--- src/rtl/madp_pkg.sv ---
package madp_pkg;

    localparam int ROW_W   = 64;
    localparam int LANES   = ROW_W / 8;
    localparam int GREG_W  = 40;

    typedef enum logic [1:0] {
        WID_32 = 2'd0,
        WID_48 = 2'd1,
        WID_64 = 2'd2
    } wid_e;

    typedef struct packed {
        logic [ROW_W-1:0] data;
        logic [LANES-1:0] be;
    } lane_t;

    // Place register data into a memory row for a store.
    function automatic lane_t store_fmt(wid_e w, logic px, logic [ROW_W-1:0] src);
        lane_t o;
        o.data = '0;
        o.be   = '0;
        case (w)
            WID_32: begin
                o.data[31:0] = src[GREG_W-1:8];
                o.be         = 8'h0F;
            end
            WID_48: begin
                o.data[47:0] = px ? src[47:0] : {src[GREG_W-1:0], 8'h00};
                o.be         = 8'h3F;
            end
            default: begin
                o.data = px ? src : {src[GREG_W-1:0], 24'h0};
                o.be   = 8'hFF;
            end
        endcase
        return o;
    endfunction

    // Extract register data from a memory row for a load.
    function automatic logic [ROW_W-1:0] load_fmt(wid_e w, logic px, logic [ROW_W-1:0] row);
        logic [ROW_W-1:0] o;
        case (w)
            WID_32:  o = {24'h0, row[31:0], 8'h00};
            WID_48:  o = px ? {16'h0, row[47:0]} : {24'h0, row[47:8]};
            default: o = px ? row : {24'h0, row[63:24]};
        endcase
        return o;
    endfunction

endpackage

--- src/rtl/madp_width_sel.sv ---
module madp_width_sel
    import madp_pkg::*;
(
    input  logic px,
    input  logic long_word,
    input  logic bank_is_wide,
    output wid_e wid
);
    always_comb begin
        if (long_word)
            wid = WID_64;
        else if (px || bank_is_wide)
            wid = WID_48;
        else
            wid = WID_32;
    end
endmodule

--- src/rtl/madp_lane_fmt.sv ---
module madp_lane_fmt
    import madp_pkg::*;
(
    input  wid_e             st_wid,
    input  logic             st_px,
    input  logic [ROW_W-1:0] st_src,
    output lane_t            st_lane,
    input  wid_e             ld_wid,
    input  logic             ld_px,
    input  logic [ROW_W-1:0] ld_row,
    output logic [ROW_W-1:0] ld_data
);
    always_comb begin
        st_lane = store_fmt(st_wid, st_px, st_src);
        ld_data = load_fmt(ld_wid, ld_px, ld_row);
    end
endmodule

--- src/rtl/madp_seq.sv ---
module madp_seq
    import madp_pkg::*;
#(
    parameter int ADDR_W    = 10,
    parameter int REG_IDX_W = 4
) (
    input  logic                 clk,
    input  logic                 rst,
    input  logic                 acc,
    input  logic                 spawn,
    input  logic [ADDR_W-1:0]    addr_in,
    input  logic [REG_IDX_W-1:0] reg_in,
    input  logic                 we_in,
    input  logic [ROW_W-1:0]     sdata_in,
    input  logic                 issue_rd,
    input  wid_e                 cur_wid,
    input  logic                 cur_px,
    input  logic                 cur_sec,
    input  logic [REG_IDX_W-1:0] cur_reg,
    output logic                 busy,
    output logic [ADDR_W-1:0]    p_addr,
    output logic [REG_IDX_W-1:0] p_reg,
    output logic                 p_we,
    output logic [ROW_W-1:0]     p_sdata,
    output logic                 rd_valid,
    output wid_e                 rd_wid,
    output logic                 rd_px,
    output logic                 rd_sec,
    output logic [REG_IDX_W-1:0] rd_reg
);
    // Pending implicit transfer
    always_ff @(posedge clk) begin
        if (rst) begin
            busy    <= 1'b0;
            p_addr  <= '0;
            p_reg   <= '0;
            p_we    <= 1'b0;
            p_sdata <= '0;
        end else begin
            busy <= acc && spawn;
            if (acc && spawn) begin
                p_addr  <= addr_in + 1'b1;
                p_reg   <= reg_in;
                p_we    <= we_in;
                p_sdata <= sdata_in;
            end
        end
    end

    // Read context for the cycle the row returns
    always_ff @(posedge clk) begin
        if (rst) begin
            rd_valid <= 1'b0;
            rd_wid   <= WID_32;
            rd_px    <= 1'b0;
            rd_sec   <= 1'b0;
            rd_reg   <= '0;
        end else begin
            rd_valid <= issue_rd;
            if (issue_rd) begin
                rd_wid <= cur_wid;
                rd_px  <= cur_px;
                rd_sec <= cur_sec;
                rd_reg <= cur_reg;
            end
        end
    end

    AST_BUSY_ONE_CYCLE: assert property (@(posedge clk) disable iff (rst)
        busy |=> !busy);
endmodule

--- src/rtl/madp_top.sv ---
module madp_top
    import madp_pkg::*;
#(
    parameter int ADDR_W    = 10,
    parameter int BANKS     = 4,
    parameter int REG_IDX_W = 4
) (
    input  logic                 clk,
    input  logic                 rst,
    input  logic                 req_valid,
    input  logic [ADDR_W-1:0]    req_addr,
    input  logic [REG_IDX_W-1:0] req_reg,
    input  logic                 req_write,
    input  logic                 req_px,
    input  logic                 req_long,
    input  logic [63:0]          req_wdata_p,
    input  logic [63:0]          req_wdata_s,
    input  logic [BANKS-1:0]     bank_wide,
    input  logic                 dual_mode,
    output logic                 busy,
    output logic                 mem_en,
    output logic                 mem_we,
    output logic [ADDR_W-1:0]    mem_addr,
    output logic [7:0]           mem_be,
    output logic [63:0]          mem_wdata,
    input  logic [63:0]          mem_rdata,
    output logic                 wb_valid,
    output logic                 wb_sec,
    output logic                 wb_px,
    output logic [REG_IDX_W-1:0] wb_reg,
    output logic [63:0]          wb_data
);
    localparam int BANK_W = $clog2(BANKS);

    logic                 acc, spawn;
    logic [ADDR_W-1:0]    sel_addr, p_addr;
    logic [REG_IDX_W-1:0] sel_reg, p_reg, rd_reg;
    logic                 sel_we, sel_px, sel_long, p_we;
    logic [ROW_W-1:0]     sel_src, p_sdata;
    logic [BANK_W-1:0]    sel_bank;
    logic                 sel_wide;
    wid_e                 sel_wid, rd_wid;
    lane_t                lane;
    logic                 rd_valid, rd_px, rd_sec;

    assign acc   = req_valid && !busy;
    assign spawn = dual_mode && !req_long && !req_px;

    // Issue mux: the implicit transfer owns the port while busy
    always_comb begin
        if (busy) begin
            sel_addr = p_addr;
            sel_reg  = p_reg;
            sel_we   = p_we;
            sel_px   = 1'b0;
            sel_long = 1'b0;
            sel_src  = p_sdata;
        end else begin
            sel_addr = req_addr;
            sel_reg  = req_reg;
            sel_we   = req_write;
            sel_px   = req_px;
            sel_long = req_long;
            sel_src  = req_wdata_p;
        end
    end

    assign sel_bank = sel_addr[ADDR_W-1 -: BANK_W];
    assign sel_wide = bank_wide[sel_bank];

    madp_width_sel i_wsel (
        .px           (sel_px),
        .long_word    (sel_long),
        .bank_is_wide (sel_wide),
        .wid          (sel_wid)
    );

    madp_lane_fmt i_fmt (
        .st_wid  (sel_wid),
        .st_px   (sel_px),
        .st_src  (sel_src),
        .st_lane (lane),
        .ld_wid  (rd_wid),
        .ld_px   (rd_px),
        .ld_row  (mem_rdata),
        .ld_data (wb_data)
    );

    madp_seq #(.ADDR_W(ADDR_W), .REG_IDX_W(REG_IDX_W)) i_seq (
        .clk      (clk),
        .rst      (rst),
        .acc      (acc),
        .spawn    (spawn),
        .addr_in  (req_addr),
        .reg_in   (req_reg),
        .we_in    (req_write),
        .sdata_in (req_wdata_s),
        .issue_rd (mem_en && !mem_we),
        .cur_wid  (sel_wid),
        .cur_px   (sel_px),
        .cur_sec  (busy),
        .cur_reg  (sel_reg),
        .busy     (busy),
        .p_addr   (p_addr),
        .p_reg    (p_reg),
        .p_we     (p_we),
        .p_sdata  (p_sdata),
        .rd_valid (rd_valid),
        .rd_wid   (rd_wid),
        .rd_px    (rd_px),
        .rd_sec   (rd_sec),
        .rd_reg   (rd_reg)
    );

    assign mem_en    = busy || acc;
    assign mem_we    = mem_en && sel_we;
    assign mem_addr  = sel_addr;
    assign mem_be    = mem_en ? lane.be : 8'h00;
    assign mem_wdata = lane.data;

    assign wb_valid = rd_valid;
    assign wb_sec   = rd_sec;
    assign wb_px    = rd_px;
    assign wb_reg   = rd_reg;

    AST_IMPLICIT_NEXT_ADDR: assert property (@(posedge clk) disable iff (rst)
        busy |-> (mem_en && mem_addr == ADDR_W'($past(mem_addr) + 1'b1)));
    AST_LONG_NO_PAIR: assert property (@(posedge clk) disable iff (rst)
        (req_valid && !busy && req_long) |=> !busy);
    AST_PX_NO_PAIR: assert property (@(posedge clk) disable iff (rst)
        (req_valid && !busy && req_px) |=> !busy);
    AST_PX_AT_LEAST_48: assert property (@(posedge clk) disable iff (rst)
        (mem_en && !busy && req_px) |-> (mem_be[5:0] == 6'h3F));
    AST_LONG_ALL_LANES: assert property (@(posedge clk) disable iff (rst)
        (mem_en && !busy && req_long) |-> (mem_be == 8'hFF));
    AST_WB_AFTER_READ: assert property (@(posedge clk) disable iff (rst)
        wb_valid |-> $past(mem_en && !mem_we));
endmodule

--- config.mk ---
export PLATFORM = sky130hd
export DESIGN_NAME = madp_top
export DESIGN_NICKNAME = d
export VERILOG_FILES = /design/src/rtl/madp_pkg.sv /design/src/rtl/madp_width_sel.sv /design/src/rtl/madp_lane_fmt.sv /design/src/rtl/madp_seq.sv /design/src/rtl/madp_top.sv
export SDC_FILE = /design/constraint.sdc
export NUM_CORES = 1
export LEC_CHECK = 0
export BUFFER_PORTS_ARGS = -buffer_cell sky130_fd_sc_hd__buf_2
export CORE_AREA = 2 2 145 147
export DETAILED_ROUTE_END_ITERATION = 8
export DIE_AREA = 0 0 147 149
export PLACE_DENSITY = 0.63
export SYNTH_ARGS = -nofsm -noshare
export SYNTH_HDL_FRONTEND = slang
export SYNTH_SLANG_ARGS = --single-unit
--- constraint.sdc ---
create_clock -name clk -period 6.42 [get_ports clk]
set_input_delay 1.605 -clock clk [delete_from_list [all_inputs] [get_ports clk]]
set_output_delay 1.605 -clock clk [all_outputs]
set_load 0.02 [all_outputs]
# [Word-level counts from Yosys, hierarchy flattened]
# Cells that the tools add are included.
# Widths: inputs -> output; s select.
[word_totals] ff_bits=89 in_bits=217 out_inout_bits=156 elab_cells=48
[classes] reduce_logical=15 addsub=1 n_mux=19 order_cmp=1 eq_ne=2
[ops] cell="$mux 64" count=3
[ops] cell="$pmux 64 s2" count=1
[ops] cell="$mux 48" count=2
[ops] cell="$pmux 40 s2" count=1
[ops] cell="$pmux 16 s2" count=1
[ops] cell="$mux 16" count=1
[ops] cell="$add 10x1->10 const B" count=1
[ops] cell="$mux 10" count=1
[ops] cell="$mux 8" count=1
[ops] cell="$logic_and 1x1->1" count=6
[ops] cell="$mux 1" count=5
[ops] cell="$eq 2x1->1 const B" count=2
[ops] cell="$logic_not 1->1" count=4
[ops] cell="$logic_not 2->1" count=2
[ops] cell="$mux 4" count=1
[ops] cell="$lt 2x3->1 const B" count=1
[ops] cell="$bmux 1 s2" count=1
[ops] cell="$logic_or 1x1->1" count=2
[ops] cell="$mux 2" count=1
[ops] cell="$reduce_or 2->1" count=1

# [Depth between registers and ports, before layout]
# Gate-level depths: netlist of run 1.
[logic_depth] ltp_word=9 depth_mapped=8 mapped_depth_nobuf=5

# [By module]
# A second synthesis of run 1 with hierarchy kept.
[unflattened] hier_cells=970 hier_area_um2=7691.1
[modules_own_cells] mod="madp_seq" seq_area_each_um2=1781.7 area_per_inst_um2=3155.5 cells_per_inst=388 instances=1
[modules_own_cells] mod="madp_lane_fmt" seq_area_each_um2=0.0 area_per_inst_um2=3040.4 cells_per_inst=471 instances=1
[modules_own_cells] mod="madp_top" seq_area_each_um2=0.0 area_per_inst_um2=1477.7 cells_per_inst=109 instances=1
[modules_own_cells] mod="madp_width_sel" seq_area_each_um2=0.0 area_per_inst_um2=17.5 cells_per_inst=2 instances=1

# [Worst setup path after synthesis of run 1]
# No wires, ideal clock.
[synth_timing] kind="input-to-output" startpoint="input port req_addr[8]" endpoint="output port mem_wdata[39]" arrival_ps=3253 path_stages=6 setup_slack_ps=1562 n_path_buf=1 path_cell_list="mux2_4 -> or2_1 -> a22oi_1 -> nand2_1 -> clkbuf_1 -> o21ai_0"
[synth_between] elab_chain_len=8 word_cells_on_any_way=9 classes_between="1 x eq/ne; 6 x mux; 2 x reduce/logical"
[synth_rtl] element="start: declaration" line="madp_top.sv:11" source="input logic [ADDR_W-1:0] req_addr,"
[synth_rtl] element="$mux 10 (*)" line="madp_top.sv:51" source="if (busy) begin"
[synth_rtl] element="$bmux 1 s2 (*)" line="madp_top.sv:69" source="assign sel_wide = bank_wide[sel_bank];"
[synth_rtl] element="$mux 1 (implied by the code) (*)" line="madp_top.sv:69"
[synth_rtl] element="$logic_or 1x1->1 (*)" line="madp_width_sel.sv:12" source="else if (px || bank_is_wide)"
[synth_rtl] element="$mux 1 (*)" line="madp_width_sel.sv:12"
[synth_rtl] element="$mux 2 (*)" line="madp_width_sel.sv:10" source="if (long_word)"
[synth_rtl] element="$eq 2x1->1 or $logic_not 2->1 (tied branches)" line="madp_pkg.sv:23" source="case (w)"
[synth_rtl] element="$pmux 16 s2 (*)" line="madp_pkg.sv:23"
[synth_rtl] element="end: declaration" line="madp_top.sv:25" source="output logic [63:0] mem_wdata,"
# Every way passes the cells marked *; elsewhere a longest branch is shown, timed or not. The select of a mux whose other input is x is not followed.

# [Worst setup path in the final report of run 1]
[layout_timing] startpoint="input port req_addr[8]" endpoint="output port mem_wdata[16]"
[layout_between] elab_chain_len=8 word_cells_on_any_way=9 classes_between="1 x eq/ne; 6 x mux; 2 x reduce/logical"
[layout_rtl] element="$mux 10 (*)" line="madp_top.sv:51"
[layout_rtl] element="$bmux 1 s2 (*)" line="madp_top.sv:69"
[layout_rtl] element="$mux 1 (implied by the code) (*)" line="madp_top.sv:69"
[layout_rtl] element="$logic_or 1x1->1 (*)" line="madp_width_sel.sv:12"
[layout_rtl] element="$mux 1 (*)" line="madp_width_sel.sv:12"
[layout_rtl] element="$mux 2 (*)" line="madp_width_sel.sv:10"
[layout_rtl] element="$eq 2x1->1 or $logic_not 2->1 (tied branches)" line="madp_pkg.sv:23"
[layout_rtl] element="$pmux 40 s2 (*)" line="madp_pkg.sv:23"
# Marked as above.

==> run metrics, run 1 <==
Detailed Place HPWL=~20000 um; status=finished, final reports clean; Max Slew Vio Count=0; Synth Flop Type=dfxtp_1; Leakage=around 3.5 nW; fraction of layout cells with a size suffix above 1=35.2%; Post-synth EDFFs=0; die height=about 150 um; deepest clock path buffer count=2; Die Wd=147 um; Worst EP required=around 4800 ps; core footprint=between 20000 and 25000 sq um; FP Rows=53; CTS clk-pin slew, worst paths=approximately 50 ps; Starting Density=between 20% and 30%; power share of the clock group=between 30% and 40%; routed wire length=26700 um; WS Path Type=input pin to output pin; Final ANT Viol Nets=0; register bit count reported by yosys=65; Max Clock Freq=~180 MHz; nets=between 1000 and 1500; RSZ-0062 raised after global routing=no; clock skew=a little over 8 ps; clk_lat worst skew=330 ps; Tmin final=between 5000 and 6000 ps; sequential area share after synthesis=between 20% and 30%; maximum vdd drop=about 0.18 mV; Synth Net Count=approximately 1100; synth warn=0; slowest stage delay, CP=approximately 620 ps; Antenna Cells=0; Synth Area per Inst=6.72 sq um; Period Utilization, post-route=between 80 and 90%; Root Buffer Master=clkbuf_16; crit-path max FO=22; crit path DAT=3890 ps; Pwr Density=~180 nW/um^2; final setup vio count=0; area delta synth->final=35.1%; initial antenna violation count=1; # hold bufs at CTS=0; crit path max-delay cell type=nand2_1; Biggest register=i_seq.p_sdata; remaining global-route overflow=0; Synth Cell Area=5880 sq um; GPL Wtd Cong=about 0.9; worst slew pin tran=roughly 1100 ps; post-route setup TNS=0 ps; Iter 0 DRT Violations=~370; Int Power=~860 uW; vias in the first global route=6786; total CTS buffers=9; CTS tree=yes; Worst slew margin=between 20% and 30%; Via density=between 5 and 6; global-route wire length before repair=around 39000 um; biggest regs=i_seq.p_sdata (40), i_seq.p_addr (10); Hold Crit Class=register to register; postcts setup bufs=0; DRT Pass-1 Iters=5; Synth top area share=between 20% and 30%; CP Cell Sequence=buf_2 -> mux2_4 -> nand2_1 -> a22o_1 -> nand2_1 -> o221ai_1 -> buf_2; Die ar.=~22000 sq um; Yosys top cell by area=dfxtp_1; asr flop ratio synth=0%; # resized after CTS=0; H-tree depth=3; Setup crit end kind=output pin; via count=about 7500; Area contributors post-synth=dfxtp_1 (22%), a21oi_1 (14%), mux2i_1 (12%); CTS sink cnt=between 60 and 70; largest net degree at the start of global routing=91; most numerous cell in the Yosys netlist=a21oi_1; Net Sw Frac=between 30 and 40%; worst hold slack=around 450 ps; DRC=0; P_sw=~550 uW; crit start category=input pin; DR WL/cell=approximately 19 um; number of port buffers=roughly 350; # IOs=roughly 370; post-synth cell types=between 40 and 50; Mapped Cells=just under 900; Sequential Power Share=between 30% and 40%; GRT Total Usage=~23%; synth cell count leaders=a21oi_1 (163), nand2_1 (143), nor2_1 (107), mux2i_1 (72), dfxtp_1 (65); Largest register FFs=40; Final Hold Fails=0; combinational power share=between 30% and 40%; max-cap violation count=0
per-stage QoR:
stage	util [%]	worst slack (ps)	cell area, sq um	power, mW	instances
5_1_grt	38.6	796	7940	1.49	1434
4_1_cts	38.6	926	7940	1.42	1434
2_1_floorplan	-	1560	5880	0.756	874
3_5_place_dp	37.4	934	7680	0.972	1419
3_3_place_gp	37.4	953	7680	0.970	1419
6_report	38.6	923	7940	1.41	1434
cells by family (layout without fill, tap and decap cells):
family	count (synthesis)	in the layout	synth area share, %
compound gates	288	288	30.0
mux	85	85	14.8
fa+ha+maj	1	1	0.213
buf+inv	97	382	7.20
xor+xnor	8	8	1.19
flops	65	65	22.1
simple gates	330	330	24.4
layout make-up:
cell class	instances	area [sq um]
flip-flops and latches	65	1310
fillers	2290	12600
clock buffers	9	225
clock inverters	6	35.0
multi-input cells	712	4160
repair buffers	361	1840
well taps	275	344
inverters	6	22.5
power by group through the flow:
stage	registers [mW]	clock network (mW)	logic, mW
after global routing	0.431	0.477	0.580
after CTS	0.429	0.457	0.536
after floorplan	0.432	0	0.323
final	0.429	0.445	0.539
after detailed placement	0.438	0	0.535
after global placement	0.438	0	0.533
worst max-delay path: cells and delay by family:
| family | cells | cell delay [ps] |
|---|---|---|
| simple gates | 2 | 710 |
| compound gates | 2 | 910 |
| buf+inv | 2 | 370 |
| mux | 1 | 280 |
per-layer routing:
metal  track usage, %  vias up  routed length [um]  part of all wire, %
met5                0        -                   0                    0
met4             8.17        0                 770                  2.9
met3             4.28       49                2080                  7.8
met2             39.3      361               12700                   48
met1             29.3     3399               11200                   42
li1                 -     3663                   -                    -
final timing paths:
path | cells after the start | to | start | slack, ps
min reg2reg | 2 | i_seq.p_reg[2]$_SDFFE_PP0P_ | i_seq.p_reg[2]$_SDFFE_PP0P_ | 450
max | 7 | mem_wdata[16] | req_addr[8] | 920
max reg2reg | 4 | i_seq.p_sdata[28]$_SDFFE_PP0P_ | i_seq.busy$_SDFF_PP0_ | 4290
min | 2 | i_seq.p_reg[2]$_SDFFE_PP0P_ | i_seq.p_reg[2]$_SDFFE_PP0P_ | 450
layout by cell type (no fill, tap or decap), drive strengths merged, types with 2 or more instances in the layout:
cell type / instances
o21ai: 30
a21oi: 164
nand2b: 5
a32oi: 2
clkbuf: 9
a221oi: 8
o221ai: 25
dfxtp: 65
and2: 11
nand2: 143
a22o: 2
inv: 6
nand3: 9
buf: 361
mux2i: 72
nor3b: 3
a211oi: 35
o22ai: 11
nand4: 2
xor2: 7
clkinv: 6
and3: 19
a22oi: 7
or2: 3
mux2: 13
nor2b: 27
o211ai: 2
nor2: 107
Note: power is estimated with default switching activity, not from simulation.
==> inputs of run 2 (changes only) <==
- ABC_AREA: not set -> 1
- CORE_AREA: 2 2 145 147 -> 2 2 144 146
- DIE_AREA: 0 0 147 149 -> 0 0 146 148
- PLACE_DENSITY: 0.63 -> 0.67
==> run 2 against run 1 <==
  * Power rose by 6.2%
  * Largest power group unchanged
  * Routed wire length is 4.9% higher
  * Non-clock buffer count down 2
  * Global-route usage increased by 1.5 points
  * Highest routed layer unchanged
==> run metrics, run 2 <==
Final Hold Fails=0 (unchanged); wire length on met3=2580 um (+24%); DR WL/cell=16.1 um (-14%); top sig layer=met4; CTS tree=yes; GPL Wtd Cong=0.918 (-0.26%); most numerous cell in the Yosys netlist=nand2_1; Starting Density=32.1% (+3.5 points); crit path max-delay cell type=nand3_2; initial antenna violation count=8 (+7); maximum vdd drop=0.139 mV (-22%); deepest clock path buffer count=2 (unchanged); Fill cells=2284 (-0.26%); area delta synth->final=30.7%; WS Path Type=input pin to output pin; Leakage=4.39 nW (+24%); Finished Core Util=42.0% (+3.4 points); Yosys top cell by area=dfxtp_1; die height=148 um (-0.67%); remaining global-route overflow=0 (unchanged); Synth top area share=20.2% (-1.9 points); biggest regs=i_seq.p_sdata (40), i_seq.p_addr (10); crit path DAT=3780 ps (-110 ps); largest net degree at the start of global routing=87 (-4.4%); max-cap violation count=0 (unchanged); CP Cell Sequence=buf_2 -> nand2_2 -> nand3_2 -> nand2_2 -> o21ai_1 -> buf_2; Die ar.=21600 sq um (-1.3%); # IOs=373 (unchanged); commonest cells after routing, fill and taps aside=buf_2 (348), nand2_1 (242), o21ai_0 (217); Mapped Cells=1185 (+36%); status=finished, final reports clean; synth cell count leaders=nand2_1 (242), o21ai_0 (217), nor2_1 (185), inv_1 (135), nand3_1 (82); register bit count reported by yosys=65 (unchanged); Max Slew Vio Count=0 (unchanged); total CTS buffers=9 (unchanged); postcts setup bufs=0 (unchanged); asr flop ratio synth=0% (unchanged); DRT Pass-1 Iters=5 (unchanged); DRT met1 WL=11700 um (+4.7%); post-synthesis mux area share=0% (-15 points); Worst slew margin=42.7% (+18 points); Synth Area per Inst=5.43 sq um (-19%); post-synth cell types=35 (-15%); crit start category=input pin; Synth Area in XOR/XNOR=0.680% (-0.51 points); # resized after CTS=0 (unchanged); Hold Crit Class=register to register; worst slew pin tran=859 ps (-267 ps); Synth Cell Area=6440 sq um (+9.5%); largest family of logic cells by synthesized area=simple AND/OR/NAND/NOR gates; flip-flop and latch area=1300 sq um (-0.57%); Largest register FFs=40 (unchanged); CTS sink cnt=65 (unchanged); fraction of layout cells with a size suffix above 1=28.0% (-7.2 points); sequential area share after synthesis=20.2% (-1.9 points); Area contributors post-synth=dfxtp_1 (20%), o21ai_0 (17%), nand2_1 (14%); CTS clk-pin slew, worst paths=60 ps (about the same); Multi-input gate area=4100 sq um (-1.5%); Detailed Place HPWL=21200 um (+3.7%); Synth Area in Compound Gates=25.2% (-4.8 points); post-route setup TNS=0 ps (unchanged); RSZ-0062 raised after global routing=no; Period Utilization, post-route=83.9% (-1.7 points); DRC=0 (unchanged); routed wire length=28100 um (+4.9%); Final ANT Viol Nets=0 (unchanged); final setup vio count=0 (unchanged); nets=1678 (+22%); clk_lat worst skew=350 ps (+20 ps); Setup crit end kind=output pin; Root Buffer Master=clkbuf_16; Post-synth EDFFs=0 (unchanged); via count=8821 (+18%); Tmin final=5390 ps (-110 ps); Iter 0 DRT Violations=618 (+65%); global-route wire length before repair=42400 um (+8.1%); Synth Net Count=1403 (+28%); vias in the first global route=7748 (+14%); H-tree depth=3 (unchanged); Die Wd=146 um (-0.68%); crit-path max FO=31 (+41%); post-synthesis simple-gate area fraction=37.6% (+13 points); GRT Total Usage=24.6% (+1.5 points); adder-cell share of the synthesized area=0.194% (-0.019 points); Pwr Density=178 nW/um^2 (+0.22%); Via density=5.06 (-2.9%); clock skew=8.89 ps (+0.715 ps); # hold bufs at CTS=0 (unchanged); synth warn=0 (unchanged); number of port buffers=348 (unchanged); Biggest register=i_seq.p_sdata; core footprint=20000 sq um (-2.5%); Worst EP required=4820 ps (about the same); commonest non-fill, non-tap cell in the layout=buf_2; Max Clock Freq=186 MHz (+2.1%); slowest stage delay, CP=610 ps (about the same); Synth Flop Type=dfxtp_1; FP Rows=52 (-1.9%); metal2 WL=13100 um (+3.2%)
## run 2: routing by layer
| metal | vias up | track usage [%] |
|---|---|---|
| li1 | 4388 | - |
| met1 | 4022 | 30.9 |
| met2 | 365 | 41.4 |
| met3 | 46 | 6.76 |
| met4 | 0 | 6.75 |
| met5 | - | 0 |
## run 2: worst max-delay path, delay by kind of cell
kind / cells / cell delay, ps
simple gates: 3 / 1660
compound gates: 1 / 180
buf+inv: 2 / 330
## run 2: final cells by class
type | instances | area share [%]
timing repair buffer | 359 | 21.8
antenna | 9 | 0.268
multi-input combinational | 884 | 48.7
clock inverter | 7 | 0.699
inverter | 141 | 6.29
clock buffer | 9 | 2.68
sequential | 65 | 15.5
tap | 270 | 4.01
## run 2: logic make-up after synthesis
kind of cell / count (synthesis)
simple gates: 569
compound gates: 309
fa+ha+maj: 1
flops: 65
buf+inv: 236
xor+xnor: 5
## run 2: path summary, 6_finish.rpt
check | endpoint | cells after the start | startpoint | slack (ps)
hold reg to reg | i_seq.p_sdata[24]$_SDFFE_PP0P_ | 2 | i_seq.p_sdata[24]$_SDFFE_PP0P_ | 470
hold / removal | i_seq.p_sdata[24]$_SDFFE_PP0P_ | 2 | i_seq.p_sdata[24]$_SDFFE_PP0P_ | 470
setup reg to reg | i_seq.p_sdata[5]$_SDFFE_PP0P_ | 7 | i_seq.busy$_SDFF_PP0_ | 3370
setup / recovery | mem_wdata[38] | 6 | req_px | 1030
## run 2: where the power goes
| part | total, mW | leakage [nW] | internal, mW | switching (mW) |
|---|---|---|---|---|
| Clock | 0.477 | 0.139 | 0.268 | 0.209 |
| Combinational | 0.593 | 3.72 | 0.194 | 0.398 |
| Sequential | 0.430 | 0.530 | 0.419 | 0.0109 |
## run 2: through the flow
step	std cells	area, sq um	power, mW	hold slack [ps]	worst slack, ps
after floorplan	1185	6440	0.809	444	2020
after global placement	1719	8110	1.02	456	1110
after detailed placement	1719	8110	1.03	461	1090
after CTS	1735	8390	1.51	476	1090
after global routing	1737	8400	1.58	502	953
final	1744	8410	1.50	474	1030
